<file path="src/rtl/fpis_pkg.sv">
package fpis_pkg;

   // Latency class of a decoded operation; the encoding is decoded by the dispatcher
   typedef enum logic [1:0] {
      LC_SINGLE = 2'b00,
      LC_ADDMUL = 2'b01,
      LC_OTHER  = 2'b10,
      LC_SERIAL = 2'b11
   } lat_class_e;

   localparam int unsigned NUM_SRC = 3;

endpackage

</file>
<file path="src/rtl/fpis_lat_map.sv">
module fpis_lat_map
   import fpis_pkg::*;
#(
   parameter int unsigned ADDMUL_LAT = 3,
   parameter int unsigned OTHER_LAT  = 5,
   parameter int unsigned CNT_W      = 3
) (
   input  lat_class_e       cls_i,
   output logic [CNT_W-1:0] lat_o,
   output logic             serial_o
);

   always_comb begin
      serial_o = 1'b0;
      unique case (cls_i)
         LC_SINGLE: lat_o = CNT_W'(1);
         LC_ADDMUL: lat_o = CNT_W'(ADDMUL_LAT);
         LC_OTHER:  lat_o = CNT_W'(OTHER_LAT);
         default: begin
            // serializing work is tracked as due at once and waits for the pulse
            lat_o    = CNT_W'(1);
            serial_o = 1'b1;
         end
      endcase
   end

endmodule

</file>
<file path="src/rtl/fpis_pick.sv">
module fpis_pick #(
   parameter int unsigned N = 4
) (
   input  logic [N-1:0] req_i,
   output logic [N-1:0] gnt_o,
   output logic         any_o
);

   logic [N:0] seen;

   assign seen[0] = 1'b0;

   for (genvar i = 0; i < N; i++) begin : g_chain
      assign gnt_o[i]  = req_i[i] & ~seen[i];
      assign seen[i+1] = seen[i] | req_i[i];
   end

   assign any_o = seen[N];

endmodule

</file>
<file path="src/rtl/fpis_slot.sv">
module fpis_slot
   import fpis_pkg::*;
#(
   parameter int unsigned REG_W = 5,
   parameter int unsigned CNT_W = 3
) (
   input  logic                            clk_i,
   input  logic                            rst_i,
   input  logic                            flush_i,
   input  logic                            alloc_i,
   input  logic                            retire_i,
   input  logic                            issue_i,
   input  logic [NUM_SRC-1:0][REG_W-1:0]   op_src_i,
   input  logic [REG_W-1:0]                op_rd_i,
   input  logic [CNT_W-1:0]                op_lat_i,
   input  logic                            op_serial_i,
   input  logic [REG_W-1:0]                int_rs1_i,
   input  logic [REG_W-1:0]                int_rs2_i,
   input  logic [REG_W-1:0]                int_rd_i,
   output logic                            valid_o,
   output logic                            serial_o,
   output logic                            due_o,
   output logic                            raw_o,
   output logic                            waw_o,
   output logic                            clash_o,
   output logic                            int_raw_o,
   output logic                            int_waw_o
);

   logic               valid_q;
   logic               serial_q;
   logic [REG_W-1:0]   rd_q;
   logic [CNT_W-1:0]   cnt_q;
   logic [NUM_SRC-1:0] src_hit;
   logic [CNT_W:0]     lat_plus;

   for (genvar s = 0; s < NUM_SRC; s++) begin : g_src
      assign src_hit[s] = (op_src_i[s] == rd_q);
   end

   assign lat_plus  = {1'b0, op_lat_i} + {{CNT_W{1'b0}}, 1'b1};

   assign valid_o   = valid_q;
   assign serial_o  = valid_q & serial_q;
   assign due_o     = valid_q & (cnt_q == CNT_W'(1));
   assign raw_o     = valid_q & (|src_hit);
   assign waw_o     = valid_q & (op_rd_i == rd_q);
   assign clash_o   = valid_q & ~serial_q & ({1'b0, cnt_q} == lat_plus);
   assign int_raw_o = valid_q & ((int_rs1_i == rd_q) | (int_rs2_i == rd_q));
   assign int_waw_o = valid_q & (int_rd_i == rd_q);

   always_ff @(posedge clk_i) begin
      if (rst_i) begin
         valid_q  <= 1'b0;
         serial_q <= 1'b0;
         rd_q     <= '0;
         cnt_q    <= '0;
      end else if (alloc_i) begin
         valid_q  <= 1'b1;
         serial_q <= op_serial_i;
         rd_q     <= op_rd_i;
         cnt_q    <= op_lat_i;
      end else if (flush_i || retire_i) begin
         valid_q  <= 1'b0;
      end else if (valid_q && (cnt_q > CNT_W'(1))) begin
         cnt_q    <= cnt_q - CNT_W'(1);
      end
   end


   rst_clear_chk: assert property (@(posedge clk_i) rst_i |=> !valid_q);


   raw_block_chk: assert property (@(posedge clk_i) disable iff (rst_i)
      !(valid_q && issue_i && (|src_hit)));


   waw_block_chk: assert property (@(posedge clk_i) disable iff (rst_i)
      !(valid_q && issue_i && (op_rd_i == rd_q)));


   flush_drop_chk: assert property (@(posedge clk_i) disable iff (rst_i)
      flush_i |=> !valid_q);

endmodule

</file>
<file path="src/rtl/fpu_issue_sched.sv">
module fpu_issue_sched
   import fpis_pkg::*;
#(
   parameter int unsigned NUM_ENTRIES = 4,
   parameter int unsigned REG_W       = 5,
   parameter int unsigned ADDMUL_LAT  = 3,
   parameter int unsigned OTHER_LAT   = 5
) (
   input  logic             clk_i,
   input  logic             rst_i,
   input  logic             flush_i,
   input  logic             op_valid_i,
   input  logic [1:0]       op_class_i,
   input  logic [REG_W-1:0] op_rs1_i,
   input  logic [REG_W-1:0] op_rs2_i,
   input  logic [REG_W-1:0] op_rs3_i,
   input  logic [REG_W-1:0] op_rd_i,
   input  logic             fpu_res_valid_i,
   input  logic [REG_W-1:0] int_rs1_i,
   input  logic [REG_W-1:0] int_rs2_i,
   input  logic [REG_W-1:0] int_rd_i,
   output logic             issue_o,
   output logic             stall_o,
   output logic             int_raw_o,
   output logic             int_waw_o
);

   localparam int unsigned MAX_LAT = (ADDMUL_LAT > OTHER_LAT) ? ADDMUL_LAT : OTHER_LAT;
   localparam int unsigned CNT_W   = $clog2(MAX_LAT + 2);

   // elaboration-time parameter checks
   if (NUM_ENTRIES < 2) begin : g_bad_entries
      $error("fpu_issue_sched: NUM_ENTRIES must be at least 2");
   end
   if (REG_W < 1) begin : g_bad_regw
      $error("fpu_issue_sched: REG_W must be at least 1");
   end
   if (ADDMUL_LAT < 1) begin : g_bad_addmul
      $error("fpu_issue_sched: ADDMUL_LAT must be at least 1");
   end
   if (OTHER_LAT < 1) begin : g_bad_other
      $error("fpu_issue_sched: OTHER_LAT must be at least 1");
   end

   lat_class_e                    cls;
   logic [CNT_W-1:0]              new_lat;
   logic                          new_serial;
   logic [NUM_SRC-1:0][REG_W-1:0] srcs;

   logic [NUM_ENTRIES-1:0] valid_vec;
   logic [NUM_ENTRIES-1:0] serial_vec;
   logic [NUM_ENTRIES-1:0] due_vec;
   logic [NUM_ENTRIES-1:0] raw_vec;
   logic [NUM_ENTRIES-1:0] waw_vec;
   logic [NUM_ENTRIES-1:0] clash_vec;
   logic [NUM_ENTRIES-1:0] iraw_vec;
   logic [NUM_ENTRIES-1:0] iwaw_vec;
   logic [NUM_ENTRIES-1:0] due_first;
   logic [NUM_ENTRIES-1:0] retire_vec;
   logic [NUM_ENTRIES-1:0] free_vec;
   logic [NUM_ENTRIES-1:0] free_first;
   logic [NUM_ENTRIES-1:0] alloc_vec;
   logic                   due_any;
   logic                   free_any;
   logic                   any_valid;
   logic                   serial_busy;
   logic                   data_hazard;
   logic                   slot_ok;

   assign cls     = lat_class_e'(op_class_i);
   assign srcs[0] = op_rs1_i;
   assign srcs[1] = op_rs2_i;
   assign srcs[2] = op_rs3_i;

   fpis_lat_map #(
      .ADDMUL_LAT (ADDMUL_LAT),
      .OTHER_LAT  (OTHER_LAT),
      .CNT_W      (CNT_W)
   ) u_lat_map (
      .cls_i    (cls),
      .lat_o    (new_lat),
      .serial_o (new_serial)
   );

   for (genvar i = 0; i < NUM_ENTRIES; i++) begin : g_slot
      fpis_slot #(
         .REG_W (REG_W),
         .CNT_W (CNT_W)
      ) u_slot (
         .clk_i       (clk_i),
         .rst_i       (rst_i),
         .flush_i     (flush_i),
         .alloc_i     (alloc_vec[i]),
         .retire_i    (retire_vec[i]),
         .issue_i     (issue_o),
         .op_src_i    (srcs),
         .op_rd_i     (op_rd_i),
         .op_lat_i    (new_lat),
         .op_serial_i (new_serial),
         .int_rs1_i   (int_rs1_i),
         .int_rs2_i   (int_rs2_i),
         .int_rd_i    (int_rd_i),
         .valid_o     (valid_vec[i]),
         .serial_o    (serial_vec[i]),
         .due_o       (due_vec[i]),
         .raw_o       (raw_vec[i]),
         .waw_o       (waw_vec[i]),
         .clash_o     (clash_vec[i]),
         .int_raw_o   (iraw_vec[i]),
         .int_waw_o   (iwaw_vec[i])
      );
   end

   // one returning result retires the lowest due entry
   fpis_pick #(.N(NUM_ENTRIES)) u_retire_pick (
      .req_i (due_vec),
      .gnt_o (due_first),
      .any_o (due_any)
   );

   assign retire_vec = due_first & {NUM_ENTRIES{fpu_res_valid_i & due_any}};
   assign free_vec   = ~valid_vec | retire_vec;

   fpis_pick #(.N(NUM_ENTRIES)) u_free_pick (
      .req_i (free_vec),
      .gnt_o (free_first),
      .any_o (free_any)
   );

   assign any_valid   = |valid_vec;
   assign serial_busy = |serial_vec;
   assign data_hazard = (|raw_vec) | (|waw_vec);
   assign slot_ok     = new_serial ? ~any_valid : (free_any & ~(|clash_vec));

   assign issue_o   = op_valid_i & ~flush_i & ~data_hazard & ~serial_busy & slot_ok;
   assign stall_o   = op_valid_i & ~issue_o;
   assign alloc_vec = free_first & {NUM_ENTRIES{issue_o}};
   assign int_raw_o = |iraw_vec;
   assign int_waw_o = |iwaw_vec;


   wb_single_chk: assert property (@(posedge clk_i) disable iff (rst_i)
      $onehot0(due_vec));


   no_overflow_chk: assert property (@(posedge clk_i) disable iff (rst_i)
      issue_o |-> ($countones(alloc_vec) == 1));


   serial_alone_chk: assert property (@(posedge clk_i) disable iff (rst_i)
      serial_busy |-> !issue_o);


   serial_empty_chk: assert property (@(posedge clk_i) disable iff (rst_i)
      (issue_o && new_serial) |=> ($countones(valid_vec) == 1));

endmodule

</file>
<file path="config.mk">
export PLATFORM = sky130hd
export DESIGN_NAME = fpu_issue_sched
export DESIGN_NICKNAME = d
export VERILOG_FILES = /design/src/rtl/fpis_pkg.sv /design/src/rtl/fpis_lat_map.sv /design/src/rtl/fpis_pick.sv /design/src/rtl/fpis_slot.sv /design/src/rtl/fpu_issue_sched.sv
export SDC_FILE = /design/constraint.sdc
export NUM_CORES = 1
export LEC_CHECK = 0
export BUFFER_PORTS_ARGS = -buffer_cell sky130_fd_sc_hd__buf_2
export CAP_MARGIN = 20
export CORE_ASPECT_RATIO = 0.5
export CORE_MARGIN = 2
export CORE_UTILIZATION = 55
export CTS_BUF_LIST = sky130_fd_sc_hd__clkbuf_8 sky130_fd_sc_hd__clkbuf_16
export DETAILED_ROUTE_END_ITERATION = 8
export PLACE_DENSITY = 0.79
export SLEW_MARGIN = 20
export SYNTH_ARGS = -nofsm -noshare
export SYNTH_HDL_FRONTEND = slang
export SYNTH_SLANG_ARGS = --single-unit
</file>
<file path="constraint.sdc">
create_clock -name clk_i -period 4.1 [get_ports clk_i]
set_clock_uncertainty 0.05 [all_clocks]
set_input_delay 0.82 -clock clk_i [delete_from_list [all_inputs] [get_ports clk_i]]
set_output_delay 0.82 -clock clk_i [all_outputs]
set_load 0.01 [all_outputs]
</file>
# After elaboration in Yosys (flattened, before gate mapping)
# Cells that the tools add are included.
[totals] input_bits=42 reg_bits=40 elab_cells=199
[classes] n_eq_ne=42 bitwise=76 n_lt_le_gt_ge=4 addsub=5 n_reduce_logical=33 n_mux=23
[ops] op="5-bit == test" count=28
[ops] op="1-bit AND" count=45
[ops] op="3-bit 2-to-1 mux" count=12
[ops] op="4-bit OR reduction" count=7
[ops] op="3-bit by 4-bit == test with 1-bit output" count=4
[ops] op="1-bit NOT" count=16
[ops] op="2-bit nonzero test" count=8
[ops] op="3-bit OR reduction" count=5
[ops] op="3-bit by 1-bit == test with 1-bit output (second input constant)" count=4
[ops] op="3-bit by 1-bit > comparator with 1-bit output (second input constant)" count=4
[ops] op="3-bit by 1-bit subtractor with 3-bit output (second input constant)" count=4
[ops] op="1-bit OR" count=11
[ops] op="1-bit 2-to-1 mux" count=10
[ops] op="4-bit AND" count=2
[ops] op="2-bit inequality test (second input constant)" count=4
[ops] op="2-bit AND reduction" count=4
[ops] op="3-bit case mux with 2 select lines" count=1
[ops] op="3-bit by 1-bit adder with 4-bit output (second input constant)" count=1
[ops] op="1-bit logical AND" count=4
[ops] op="1-bit logical OR" count=4
[ops] op="4-bit NOT" count=1
[ops] op="4-bit OR" count=1
[ops] op="2-bit by 1-bit == test with 1-bit output (second input constant)" count=1
[ops] op="2-bit == test (second input constant)" count=1
[ops] op="2-bit logical NOT" count=1

# Depth between registers and ports, before layout
# Gate-level depths: netlist of run 1.
[depth] word_depth=17 mapped_depth=11

# By module
# Synthesis of run 1 repeated with hierarchy kept, for this count alone.
[hier_totals] cells_unflattened=488 area_unflattened_um2=4124.0
[modules_own_cells] mod="fpis_slot" cells_per_inst=112 n_inst=4 area_per_inst_um2=959.7 seq_area_each_um2=200.2
[modules_own_cells] mod="fpu_issue_sched" cells_per_inst=25 n_inst=1 area_per_inst_um2=176.4 seq_area_each_um2=0.0
[modules_own_cells] mod="fpis_pick" cells_per_inst=5 n_inst=2 area_per_inst_um2=37.5 seq_area_each_um2=0.0
[modules_own_cells] mod="fpis_lat_map" cells_per_inst=5 n_inst=1 area_per_inst_um2=33.8 seq_area_each_um2=0.0

# Worst setup path before layout of run 1
# No wires, ideal clock.
[synth_timing] path_type="in2out" from="input port op_class_i[1]" to="output port stall_o" setup_slack_ps=747 n_path_buf=1 arrival_ps=2483 path_stages=10 cell_sequence="inv_1 -> ha_1 -> buf_2 -> xnor2_1 -> nor4b_1 -> nor4_1 -> o22a_1 -> nand4_2 -> nor3_1 -> nor2b_1"
[synth_between] elab_chain_cells=12
[synth_rtl] item="from (decl)" line_no="fpu_issue_sched.sv:13" source="input logic [1:0] op_class_i,"
[synth_rtl] item="2-bit == test or 2-bit by 1-bit == test with 1-bit output (tied branches)" line_no="fpis_lat_map.sv:15" source="unique case (cls_i)"
[synth_rtl] item="3-bit case mux with 2 select lines" line_no="fpis_lat_map.sv:15"
[synth_rtl] item="3-bit by 1-bit adder with 4-bit output" line_no="fpis_slot.sv:41" source="assign lat_plus = {1'b0, op_lat_i} + {{CNT_W{1'b0}}, 1'b1};"
[synth_rtl] item="3-bit by 4-bit == test with 1-bit output" line_no="fpis_slot.sv:48" source="assign clash_o = valid_q & ~serial_q & ({1'b0, cnt_q} == lat_plus);"
[synth_rtl] item="1-bit AND" line_no="fpis_slot.sv:48"
[synth_rtl] item="4-bit OR reduction" line_no="fpu_issue_sched.sv:133" source="assign slot_ok = new_serial ? ~any_valid : (free_any & ~(|clash_vec));"
[synth_rtl] item="1-bit NOT" line_no="fpu_issue_sched.sv:133"
[synth_rtl] item="1-bit AND" line_no="fpu_issue_sched.sv:133"
[synth_rtl] item="1-bit 2-to-1 mux *" line_no="fpu_issue_sched.sv:133"
[synth_rtl] item="1-bit AND *" line_no="fpu_issue_sched.sv:135" source="assign issue_o = op_valid_i & ~flush_i & ~data_hazard & ~serial_busy & slot_ok;"
[synth_rtl] item="via issue_o" line_no="fpu_issue_sched.sv:22" source="output logic issue_o,"
[synth_rtl] item="1-bit NOT *" line_no="fpu_issue_sched.sv:136" source="assign stall_o = op_valid_i & ~issue_o;"
[synth_rtl] item="1-bit AND *" line_no="fpu_issue_sched.sv:136"
[synth_rtl] item="to (decl)" line_no="fpu_issue_sched.sv:23" source="output logic stall_o,"
# Mark *: on every way through the listed nets, which the timed path passes. The rest lies on a longest branch.

# Worst setup path after layout of run 1
[layout_timing] from="input port op_class_i[1]" to="output port stall_o"
[layout_between] elab_chain_cells=12
[layout_rtl] item="2-bit == test or 2-bit by 1-bit == test with 1-bit output (tied branches)" line_no="fpis_lat_map.sv:15"
[layout_rtl] item="3-bit case mux with 2 select lines" line_no="fpis_lat_map.sv:15"
[layout_rtl] item="3-bit by 1-bit adder with 4-bit output" line_no="fpis_slot.sv:41"
[layout_rtl] item="3-bit by 4-bit == test with 1-bit output" line_no="fpis_slot.sv:48"
[layout_rtl] item="1-bit AND" line_no="fpis_slot.sv:48"
[layout_rtl] item="4-bit OR reduction" line_no="fpu_issue_sched.sv:133"
[layout_rtl] item="1-bit NOT" line_no="fpu_issue_sched.sv:133"
[layout_rtl] item="1-bit AND" line_no="fpu_issue_sched.sv:133"
[layout_rtl] item="1-bit 2-to-1 mux *" line_no="fpu_issue_sched.sv:133"
[layout_rtl] item="1-bit AND *" line_no="fpu_issue_sched.sv:135"
[layout_rtl] item="1-bit NOT *" line_no="fpu_issue_sched.sv:136"
[layout_rtl] item="1-bit AND *" line_no="fpu_issue_sched.sv:136"
# Mark *: on every way between the ends. The rest lies on a longest branch, timed or not.

==> results of run 1 <==
==> cells in the final DEF (no fill, tap or decap), types with 11 or more instances in the layout <==
cell / synthesis / routed
nor3_1: 26 / 26
dfxtp_1: 40 / 40
nor4_1: 13 / 13
xor2_1: 74 / 74
xnor2_1: 73 / 73
nand2_1: 12 / 12
nand3_1: 27 / 27
buf_2: 18 / 45
mux2i_1: 26 / 26
nor2_1: 16 / 16
inv_1: 14 / 15
ha_1: 11 / 11
nand2b_1: 40 / 40
==> critical path, stage by stage <==
cell     delay, ns
buf_2         0.11
inv_1         0.05
ha_1          0.31
xnor2_1       0.19
nor4b_1       0.09
nor4_1        0.31
o22a_1        0.21
nand4_2       0.19
nor3_1        0.23
nor2b_1       0.07
buf_2         0.14
==> metrics by stage <==
step                      setup WS (ns)  total power, uW  instances  instance area (um2)   util
after floorplan                   0.747              568        496                 4080      -
after global placement            0.626              623        594                 4210  0.579
after detailed placement          0.506              629        594                 4210  0.579
after CTS                         0.502             1060        602                 4370  0.602
after global routing              0.285             1100        602                 4370  0.602
final                             0.484             1070        602                 4370  0.602
==> power by group through the flow <==
stage | clock, uW | combinational [uW] | sequential (uW)
after CTS | 437 | 203 | 419
final | 441 | 205 | 420
after floorplan | 0 | 160 | 409
after detailed placement | 0 | 201 | 428
after global routing | 452 | 223 | 421
after global placement | 0 | 196 | 427
==> cells by family (layout without fill, tap and decap cells) <==
logic type | count (synthesis) | in the layout
simple gates | 156 | 156
xor+xnor | 147 | 147
buf+inv | 60 | 70
compound gates | 53 | 53
flops | 40 | 40
mux | 29 | 29
fa+ha+maj | 11 | 11
==> final cells by class <==
| cell class | instances | share of cell area |
|---|---|---|
| well taps | 96 | 0.0275 |
| clock inverters | 3 | 0.00887 |
| repair buffers | 48 | 0.0567 |
| clock buffers | 5 | 0.0286 |
| flip-flops and latches | 40 | 0.183 |
| inverters | 14 | 0.0120 |
| multi-input cells | 396 | 0.683 |
==> metal layers <==
metal	wire [um]	vias to the layer above
met1	4980	1637
li1	-	1688
met2	4900	141
met4	121	0
met5	0	-
met3	797	17
==> state kept, by name, summed over array words and instances (netlist names) <==
| signal | flops |
|---|---|
| g_slot.u_slot.cnt_q | 12 |
| g_slot.u_slot.valid_o | 4 |
| g_slot.u_slot.serial_q | 4 |
| g_slot.u_slot.rd_q | 20 |
==> worst max-delay path by stage <==
stage                     endpoint  cells past startpoint          start
after CTS                  stall_o                     11  op_class_i[1]
after global placement     stall_o                     11  op_class_i[1]
after floorplan            stall_o                     10  op_class_i[1]
final                      stall_o                     11  op_class_i[1]
after detailed placement   stall_o                     11  op_class_i[1]
after global routing       stall_o                     11  op_class_i[1]
==> impl_metrics.json, run 1 <==
{
  "status": "finished clean",
  "worst_hold_slack_ns": 0.484,
  "gp_congestion": 0.952,
  "synth_common_cells": "xor2_1, xnor2_1, dfxtp_1, nand2b_1, nand3_1",
  "nNetsFinal": 558,
  "clkLatencyLatePin_ns": 0.28,
  "r2r_start": "g_slot[1].u_slot.rd_q[3]",
  "use_met2": 0.452,
  "grt_remaining_overflow": 0,
  "yosys_warnings": 0,
  "r2r_setup_slack_ns": 1.14,
  "synth_most_common_cell": "xor2_1",
  "portBuffers": 45,
  "cts_buffer_depth": 2,
  "antenna_found_initial": 0,
  "grt_use_met1": 0.340,
  "yosysTopAreaCell": "dfxtp_1",
  "rsz0062_at_grt": "false",
  "synthMuxAreaShare": 0.0739,
  "tightest_slew_ns": 0.751,
  "multi_input_area_um2": 2990,
  "synthFlopType": "dfxtp_1",
  "synth_fa_ha_area_frac": 0.0337,
  "synth_compound_area_frac": 0.0941,
  "wl_per_cell_um": 17.9,
  "antenna_cells": 0,
  "switching_share": 0.272,
  "cts_tree": "built",
  "drv_slew": 0,
  "crit_path_max_fanout": 7,
  "drive_gt1_frac": 0.130,
  "setup_viol": 0,
  "p_seq_frac": 0.394,
  "hold_class": "register to register",
  "hold_end": "g_slot[3].u_slot.serial_q",
  "regArea_um2": 801,
  "vias_per_cell": 5.79,
  "synth_top_family_by_area": "XOR/XNOR gates",
  "ys_seq_area_frac": 0.196,
  "antenna_left": 0,
  "vias": 3483,
  "drv_cap": 0,
  "hold_violations": 0,
  "synth.area.top_cells": "dfxtp_1, xor2_1, xnor2_1, mux2i_1, nand2b_1",
  "synth-simple-area-share": 0.213,
  "fillers": 637,
  "core-area_um2": 7270,
  "syn-num-nets": 549,
  "syn-cell-area_um2": 4080,
  "ys_ff_latch": 40,
  "ios": 46,
  "drc": 0,
  "numCtsBuffers": 5,
  "grt_pass1_wl_mm": 16.8,
  "die_w_um": 126,
  "pwr_density_cell_nw_per_um2": 244,
  "dieArea_um2": 8170,
  "grt_pass1_vias": 3224,
  "grt_util_all_layers": 0.262,
  "peakVddDrop_mv": 0.177,
  "p_int_uw": 776,
  "timing.rr.end": "g_slot[1].u_slot.cnt_q[2]",
  "worstPathRequired_ns": 3.23,
  "dr.pass1.iters": 5,
  "max_freq_mhz": 277,
  "busiest_layer": "met2",
  "start_kind": "primary input",
  "hold_buffers": 0,
  "relSlewSlack": 0.494,
  "initial_core_util": 0.561,
  "hpwl_mm": 7.65,
  "period_needed_ns": 3.62,
  "grt_max_degree": 49,
  "synth_cells": 496,
  "finalSetupTns_ns": 0,
  "critPathKind": "primary input to output port",
  "timing.final.crit_share": 0.882,
  "cts_setup_buffers": 0,
  "p_comb_frac": 0.192,
  "r2r_cells": 6,
  "hold_depth": 1,
  "dieHeight_um": 64.9,
  "use_met3": 0.0495,
  "synth_edf_count": 0,
  "row_count": 22,
  "wl_mm": 10.8,
  "power.share.clock": 0.414,
  "drt_iter0_drc": 284,
  "path_clk_slew_ns": 0.05,
  "synth_top_area_frac": 0.196,
  "post_cts_resize_count": 0,
  "cp.arrival_ns": 2.75,
  "async_flop_share": 0,
  "root_buffer": "clkbuf_16",
  "endpoint_kind": "output port",
  "p_leak_uw": 0.00179,
  "ys_types": 49,
  "synth_area_per_cell_um2": 8.23,
  "power.switching_uw": 289,
  "synthXorXnorAreaFrac": 0.316,
  "syn_to_final_growth_pct": 7.14,
  "cts.sinks": 40,
  "hold_start": "g_slot[3].u_slot.serial_q",
  "h-tree-depth": 2
}
(Power assumes the default switching activity.)
==> run 2: changes to the inputs <==
--- a/config.mk
+++ b/config.mk
@@ -5,14 +5,14 @@
 export SDC_FILE = /design/constraint.sdc
 export NUM_CORES = 1
 export LEC_CHECK = 0
-export BUFFER_PORTS_ARGS = -buffer_cell sky130_fd_sc_hd__buf_2
+export BUFFER_PORTS_ARGS = -buffer_cell sky130_fd_sc_hd__buf_4
 export CAP_MARGIN = 20
 export CORE_ASPECT_RATIO = 0.5
 export CORE_MARGIN = 2
-export CORE_UTILIZATION = 55
+export CORE_UTILIZATION = 54
 export CTS_BUF_LIST = sky130_fd_sc_hd__clkbuf_8 sky130_fd_sc_hd__clkbuf_16
 export DETAILED_ROUTE_END_ITERATION = 8
-export PLACE_DENSITY = 0.79
+export PLACE_DENSITY = 0.8
 export SLEW_MARGIN = 20
 export SYNTH_ARGS = -nofsm -noshare
 export SYNTH_HDL_FRONTEND = slang
==> constraint.sdc (replaced) <==
create_clock -name clk_i -period 3 [get_ports clk_i]
set_clock_uncertainty 0.05 [all_clocks]
set_input_delay 0.6 -clock clk_i [delete_from_list [all_inputs] [get_ports clk_i]]
set_output_delay 0.6 -clock clk_i [all_outputs]
set_load 0.01 [all_outputs]
==> run 2 against run 1 <==
  * The flow now finishes with violations (negative setup slack)
  * Worst hold slack got worse by 0.0085 ns
  * Largest power group is now registers
  * Register-to-register slack worse by 0.86 ns
  * Largest cell class unchanged
  * Highest routed layer unchanged
  * Critical path depth grew 1
  * Global-route usage up 1.7 points
  * Sequential power increased by 35%
==> impl_metrics.json, run 2 (synthesized netlist as in run 1, its figures left out) <==
{
  "p_int_uw": 1020,
  "p_leak_uw": 0.00199,
  "gp_congestion": 0.948,
  "peakVddDrop_mv": 0.209,
  "switching_share": 0.287,
  "fillers": 586,
  "wl_mm": 11.6,
  "max_freq_mhz": 324,
  "crit_path_max_fanout": 6,
  "utilization": 0.658,
  "p_seq_frac": 0.398,
  "worstPathRequired_ns": 2.35,
  "path_clk_slew_ns": 0.05,
  "place_ws_ns": -0.168,
  "row_count": 22,
  "tightest_slew_ns": 0.537,
  "pwr_density_cell_nw_per_um2": 296,
  "hold_class": "register to register",
  "dr.pass1.iters": 5,
  "hold_start": "g_slot[3].u_slot.serial_q",
  "critPathKind": "primary input to output port",
  "layout_top_registers": "g_slot.u_slot.rd_q: 20 flops, g_slot.u_slot.cnt_q: 12 flops",
  "h-tree-depth": 2,
  "hold_violations": 0,
  "r2r_setup_slack_ns": 0.28,
  "largest_reg_flops": 20,
  "drive_gt1_frac": 0.214,
  "hold_end": "g_slot[3].u_slot.serial_q",
  "dieHeight_um": 65.5,
  "p_total_uw": 1420,
  "cp.arrival_ns": 2.44,
  "period_needed_ns": 3.09,
  "layout_commonest_cell": "buf_4",
  "endpoint_kind": "output port",
  "violations": "negative setup slack",
  "start_kind": "primary input",
  "fin_ws_ns": -0.0887,
  "vias": 3712,
  "cts_buffer_depth": 2,
  "root_buffer": "clkbuf_16",
  "instances_no_fill": 634,
  "status": "complete, but fails checks",
  "grt_remaining_overflow": 0,
  "core-area_um2": 7320,
  "r2r_start": "g_slot[3].u_slot.rd_q[4]",
  "regArea_um2": 805,
  "numCtsBuffers": 5,
  "hold_depth": 1,
  "p_comb_frac": 0.238,
  "wl_per_cell_um": 18.3,
  "cts_tree": "built",
  "cts_setup_buffers": 0,
  "initial_core_util": 0.557,
  "antenna_cells": 0,
  "syn_to_final_growth_pct": 18.0,
  "regMostFlops": "g_slot.u_slot.rd_q",
  "setup_viol": 2,
  "nNetsFinal": 591,
  "clkLatencyLatePin_ns": 0.28,
  "die_w_um": 127,
  "antenna_left": 0,
  "post_dp_cell_area_um2": 4570,
  "dieArea_um2": 8310,
  "drc": 0,
  "drt_iter0_drc": 407,
  "power.switching_uw": 409,
  "r2r_cells": 9,
  "portBuffers": 45,
  "rsz0062_at_grt": "true",
  "relSlewSlack": 0.642,
  "antenna_found_initial": 0,
  "hpwl_mm": 8.69,
  "multi_input_area_um2": 3080,
  "timing.rr.end": "g_slot[2].u_slot.rd_q[3]",
  "grt_util_all_layers": 0.278,
  "cts.sinks": 40,
  "grt_pass1_wl_mm": 18.1,
  "vias_per_cell": 5.85,
  "final_area_um2": 4820,
  "hold_buffers": 0,
  "dp.cells": 627,
  "final_cell_mix": "buf_4, xor2_1, xnor2_1",
  "grt_max_degree": 49,
  "timing.final.crit_share": 1.03,
  "drv_cap": 0,
  "grt_pass1_vias": 3398,
  "power.share.clock": 0.364,
  "drv_slew": 0,
  "ios": 46
}
==> run 2: cell count changes in the layout (fill, tap and decap cells not counted), moves of 3 or more <==
cell	delta
buf_4	+76
dfxtp_1	-3
nor4_1	-4
buf_2	-45
nor4_2	+4
xnor2_1	-3
dfxtp_2	+3
==> run 2: worst max path at each step <==
| stage | startpoint | to | slack (ns) | cells after the start |
|---|---|---|---|---|
| floorplan | op_class_i[1] | stall_o | 0.09 | 10 |
| global placement | op_class_i[1] | stall_o | -0.02 | 12 |
| detailed placement | op_class_i[1] | stall_o | -0.17 | 12 |
| CTS | g_slot[1].u_slot.cnt_q[1] | stall_o | 0.008 | 11 |
| global route | op_class_i[1] | stall_o | -0.22 | 12 |
| finish | op_class_i[1] | stall_o | -0.09 | 12 |
==> run 2: metrics by stage <==
stage	hold slack (ns)	TNS [ns]
after global routing	0.505	-0.367
final	0.475	-0.115
after floorplan	0.425	0
after global placement	0.464	-0.0164
after CTS	0.472	0
after detailed placement	0.463	-2.35
==> run 2: worst max-delay path, cell delays in order <==
cell     delay [ns]
buf_8          0.10
inv_4          0.05
ha_4           0.23
xnor2_2        0.15
nor4_2         0.06
nor4_1         0.36
o22a_1         0.22
nand4_2        0.12
nor3_2         0.22
buf_4          0.15
nor2b_1        0.04
buf_4          0.13
==> run 2: power groups by stage <==
stage | Clock, uW | Combinational (uW) | Sequential [uW]
finish | 519 | 340 | 566
global route | 547 | 368 | 567
CTS | 521 | 326 | 564
detailed placement | 0 | 321 | 575
global placement | 0 | 314 | 575
floorplan | 0 | 218 | 558
==> run 2: layout make-up <==
class / instances / area share
clock inverter: 2 / 0.00260
tap: 96 / 0.0249
timing repair buffer: 81 / 0.129
sequential: 40 / 0.167
clock buffer: 5 / 0.0260
multi-input combinational: 396 / 0.639
inverter: 14 / 0.0114
==> run 2: timing repair <==
| item | CTS | global route |
|---|---|---|
| setup endpoints to repair | 2 | 2 |
| pin swaps | 3 | 8 |
| cloned | 0 | 0 |
| hold endpoints to repair | 0 | 0 |
| resized for setup | 6 | 17 |
==> run 2: layer usage <==
metal,track usage,share of wire,routed length (um)
met5,0,0,0
met1,0.382,0.47,5420
met3,0.0423,0.076,886
met2,0.468,0.44,5160
met4,0.0577,0.013,148
==> run 3: changes to the inputs <==
--- a/config.mk
+++ b/config.mk
@@ -12,6 +12,7 @@
 export CORE_UTILIZATION = 54
 export CTS_BUF_LIST = sky130_fd_sc_hd__clkbuf_8 sky130_fd_sc_hd__clkbuf_16
 export DETAILED_ROUTE_END_ITERATION = 8
+export HOLD_SLACK_MARGIN = 0.1
 export PLACE_DENSITY = 0.8
 export SLEW_MARGIN = 20
 export SYNTH_ARGS = -nofsm -noshare
==> constraint.sdc (replaced) <==
create_clock -name clk_i -period 3 [get_ports clk_i]
set_clock_uncertainty 0.05 [all_clocks]
set_input_delay 0.6 -clock clk_i [delete_from_list [all_inputs] [get_ports clk_i]]
set_output_delay 0.6 -clock clk_i [all_outputs]
set_load 0.02 [all_outputs]
==> run 3 against run 2 <==
  * The run now ends clean
  * Critical path depth is 5 lower
  * Die area stayed put
  * Via count is 2.6% higher
  * Non-clock buffer count is 6 higher
  * First-iteration DRC count is 5.9% lower
  * Count of clock-buffer cells in the layout stayed put
  * Critical endpoint unchanged
  * Largest cell class unchanged
==> impl_metrics.json, run 3 (synthesized netlist as in run 1, its figures left out) <==
{
  "vias_per_cell": 5.94,
  "hold_buffers": 0,
  "antenna_left": 0,
  "dieArea_um2": 8310,
  "die_w_um": 127,
  "post_dp_cell_area_um2": 4580,
  "regMostFlops": "g_slot.u_slot.rd_q",
  "endpoint_kind": "output port",
  "syn_to_final_growth_pct": 23.0,
  "power.share.clock": 0.407,
  "row_count": 22,
  "drv_slew": 0,
  "final_cell_mix": "buf_4, xor2_1, xnor2_1",
  "dr.pass1.iters": 5,
  "grt_pass1_vias": 3632,
  "place_ws_ns": -0.144,
  "core-area_um2": 7320,
  "crit_family": "compound AO/OA/AOI/OAI gates",
  "root_buffer": "clkbuf_16",
  "initial_core_util": 0.557,
  "max_freq_mhz": 334,
  "layout_commonest_cell": "buf_4",
  "antenna_cells": 0,
  "period_needed_ns": 2.99,
  "cpMaxStageDelayCell": "dfxtp_2",
  "drc": 0,
  "hold_violations": 0,
  "drt_iter0_drc": 383,
  "numCtsBuffers": 5,
  "grt_max_degree": 49,
  "status": "finished clean",
  "p_seq_frac": 0.361,
  "setup_viol": 0,
  "grt_util_all_layers": 0.291,
  "drv_cap": 0,
  "p_leak_uw": 0.00208,
  "grt_pass1_wl_mm": 18.6,
  "hold_class": "register to register",
  "largest_reg_flops": 20,
  "grt_remaining_overflow": 0,
  "max_stage_delay_ns": 0.47,
  "cp.arrival_ns": 2.34,
  "path_clk_slew_ns": 0.06,
  "drive_gt1_frac": 0.255,
  "h-tree-depth": 2,
  "cp_cell_sequence": "xnor2_1, a311o_1, o41ai_4, nand4_4, nor3_4, nor2b_1, buf_4",
  "crit_path_max_fanout": 7,
  "hpwl_mm": 8.71,
  "p_comb_frac": 0.232,
  "worstPathRequired_ns": 2.35,
  "dieHeight_um": 65.5,
  "peakVddDrop_mv": 0.219,
  "rsz0062_at_grt": "true",
  "timing.final.crit_share": 0.998,
  "switching_share": 0.284,
  "cts_buffer_depth": 2,
  "wl_mm": 12.6,
  "vias": 3809,
  "final_area_um2": 5020,
  "fin_ws_ns": 0.00630,
  "nNetsFinal": 597,
  "gp_congestion": 0.966,
  "relSlewSlack": 0.659,
  "cts.sinks": 40,
  "p_int_uw": 1110,
  "layout_top_registers": "g_slot.u_slot.rd_q: 20 flops, g_slot.u_slot.cnt_q: 12 flops",
  "p_total_uw": 1550,
  "dp.cells": 628,
  "instances_no_fill": 641,
  "critPathKind": "register to output port",
  "utilization": 0.686,
  "tightest_slew_ns": 0.511,
  "clkLatencyLatePin_ns": 0.29,
  "antenna_found_initial": 0,
  "start_kind": "register",
  "wl_per_cell_um": 19.6,
  "crit_buf_inv": 1,
  "cts_tree": "built",
  "power.switching_uw": 440,
  "pwr_density_cell_nw_per_um2": 309,
  "portBuffers": 45,
  "ios": 46
}
[run 3: changes by cell type in the layout (fill, tap and decap cells not counted), moves of 3 or more]
cell	previous run	this run
xor2_1	74	71
dfxtp_2	3	7
xor2_2	0	3
dfxtp_1	37	29
dfxtp_4	0	4
buf_6	1	4
[run 3: layout make-up]
cell class,count,area [um2]
clock inverter,3,47.5
clock buffer,5,125
sequential,40,825
inverter,14,55.1
timing repair buffer,87,683
fill,557,2300
multi-input combinational,396,3160
tap,96,120
[run 3: worst register-to-register path, delay by kind of cell, from the launching register on]
| family | cells | cell delay (ns) |
|---|---|---|
| flip-flops | 1 | 0.47 |
| AND/OR/NAND/NOR | 2 | 0.61 |
| buffers and inverters | 3 | 0.52 |
| XOR/XNOR | 1 | 0.12 |
| multiplexers | 1 | 0.12 |
| AO/OA/AOI/OAI | 2 | 0.83 |
[run 3: what timing repair did]
item / CTS / global route
setup endpoints to repair: 2 / 2
resized for setup: 7 / 46
buffers inserted: 0 / 5
pin swaps: 0 / 14
[run 3: power groups by stage]
stage	registers, uW	logic (uW)	clock network [uW]
2_1_floorplan	558	220	0
3_3_place_gp	572	317	0
3_5_place_dp	572	324	0
4_1_cts	560	329	632
5_1_grt	562	385	659
6_report	560	360	633
[run 3: worst paths after layout]
kind / from / endpoint / slack, ns / depth (start not counted)
worst max register to register: g_slot[2].u_slot.rd_q[3] / g_slot[2].u_slot.rd_q[2] / 0.14 / 9
worst min register to register: g_slot[0].u_slot.rd_q[2] / g_slot[0].u_slot.rd_q[2] / 0.46 / 2
worst max-delay path: g_slot[2].u_slot.rd_q[3] / stall_o / 0.006 / 7
worst min-delay path: g_slot[0].u_slot.rd_q[2] / g_slot[0].u_slot.rd_q[2] / 0.46 / 2
[run 3: routing by layer]
metal	GRT usage	up-vias	part of all wire
met2	0.476	194	0.45
met4	0.126	0	0.039
met5	0	-	0
met3	0.0586	41	0.089
met1	0.378	1813	0.42
li1	-	1761	-
[run 3: metrics by stage]
step	hold slack [ns]	TNS [ns]
global route	0.499	-0.155
CTS	0.463	0
global placement	0.441	-0.191
detailed placement	0.455	-2.36
finish	0.461	0
floorplan	0.425	0
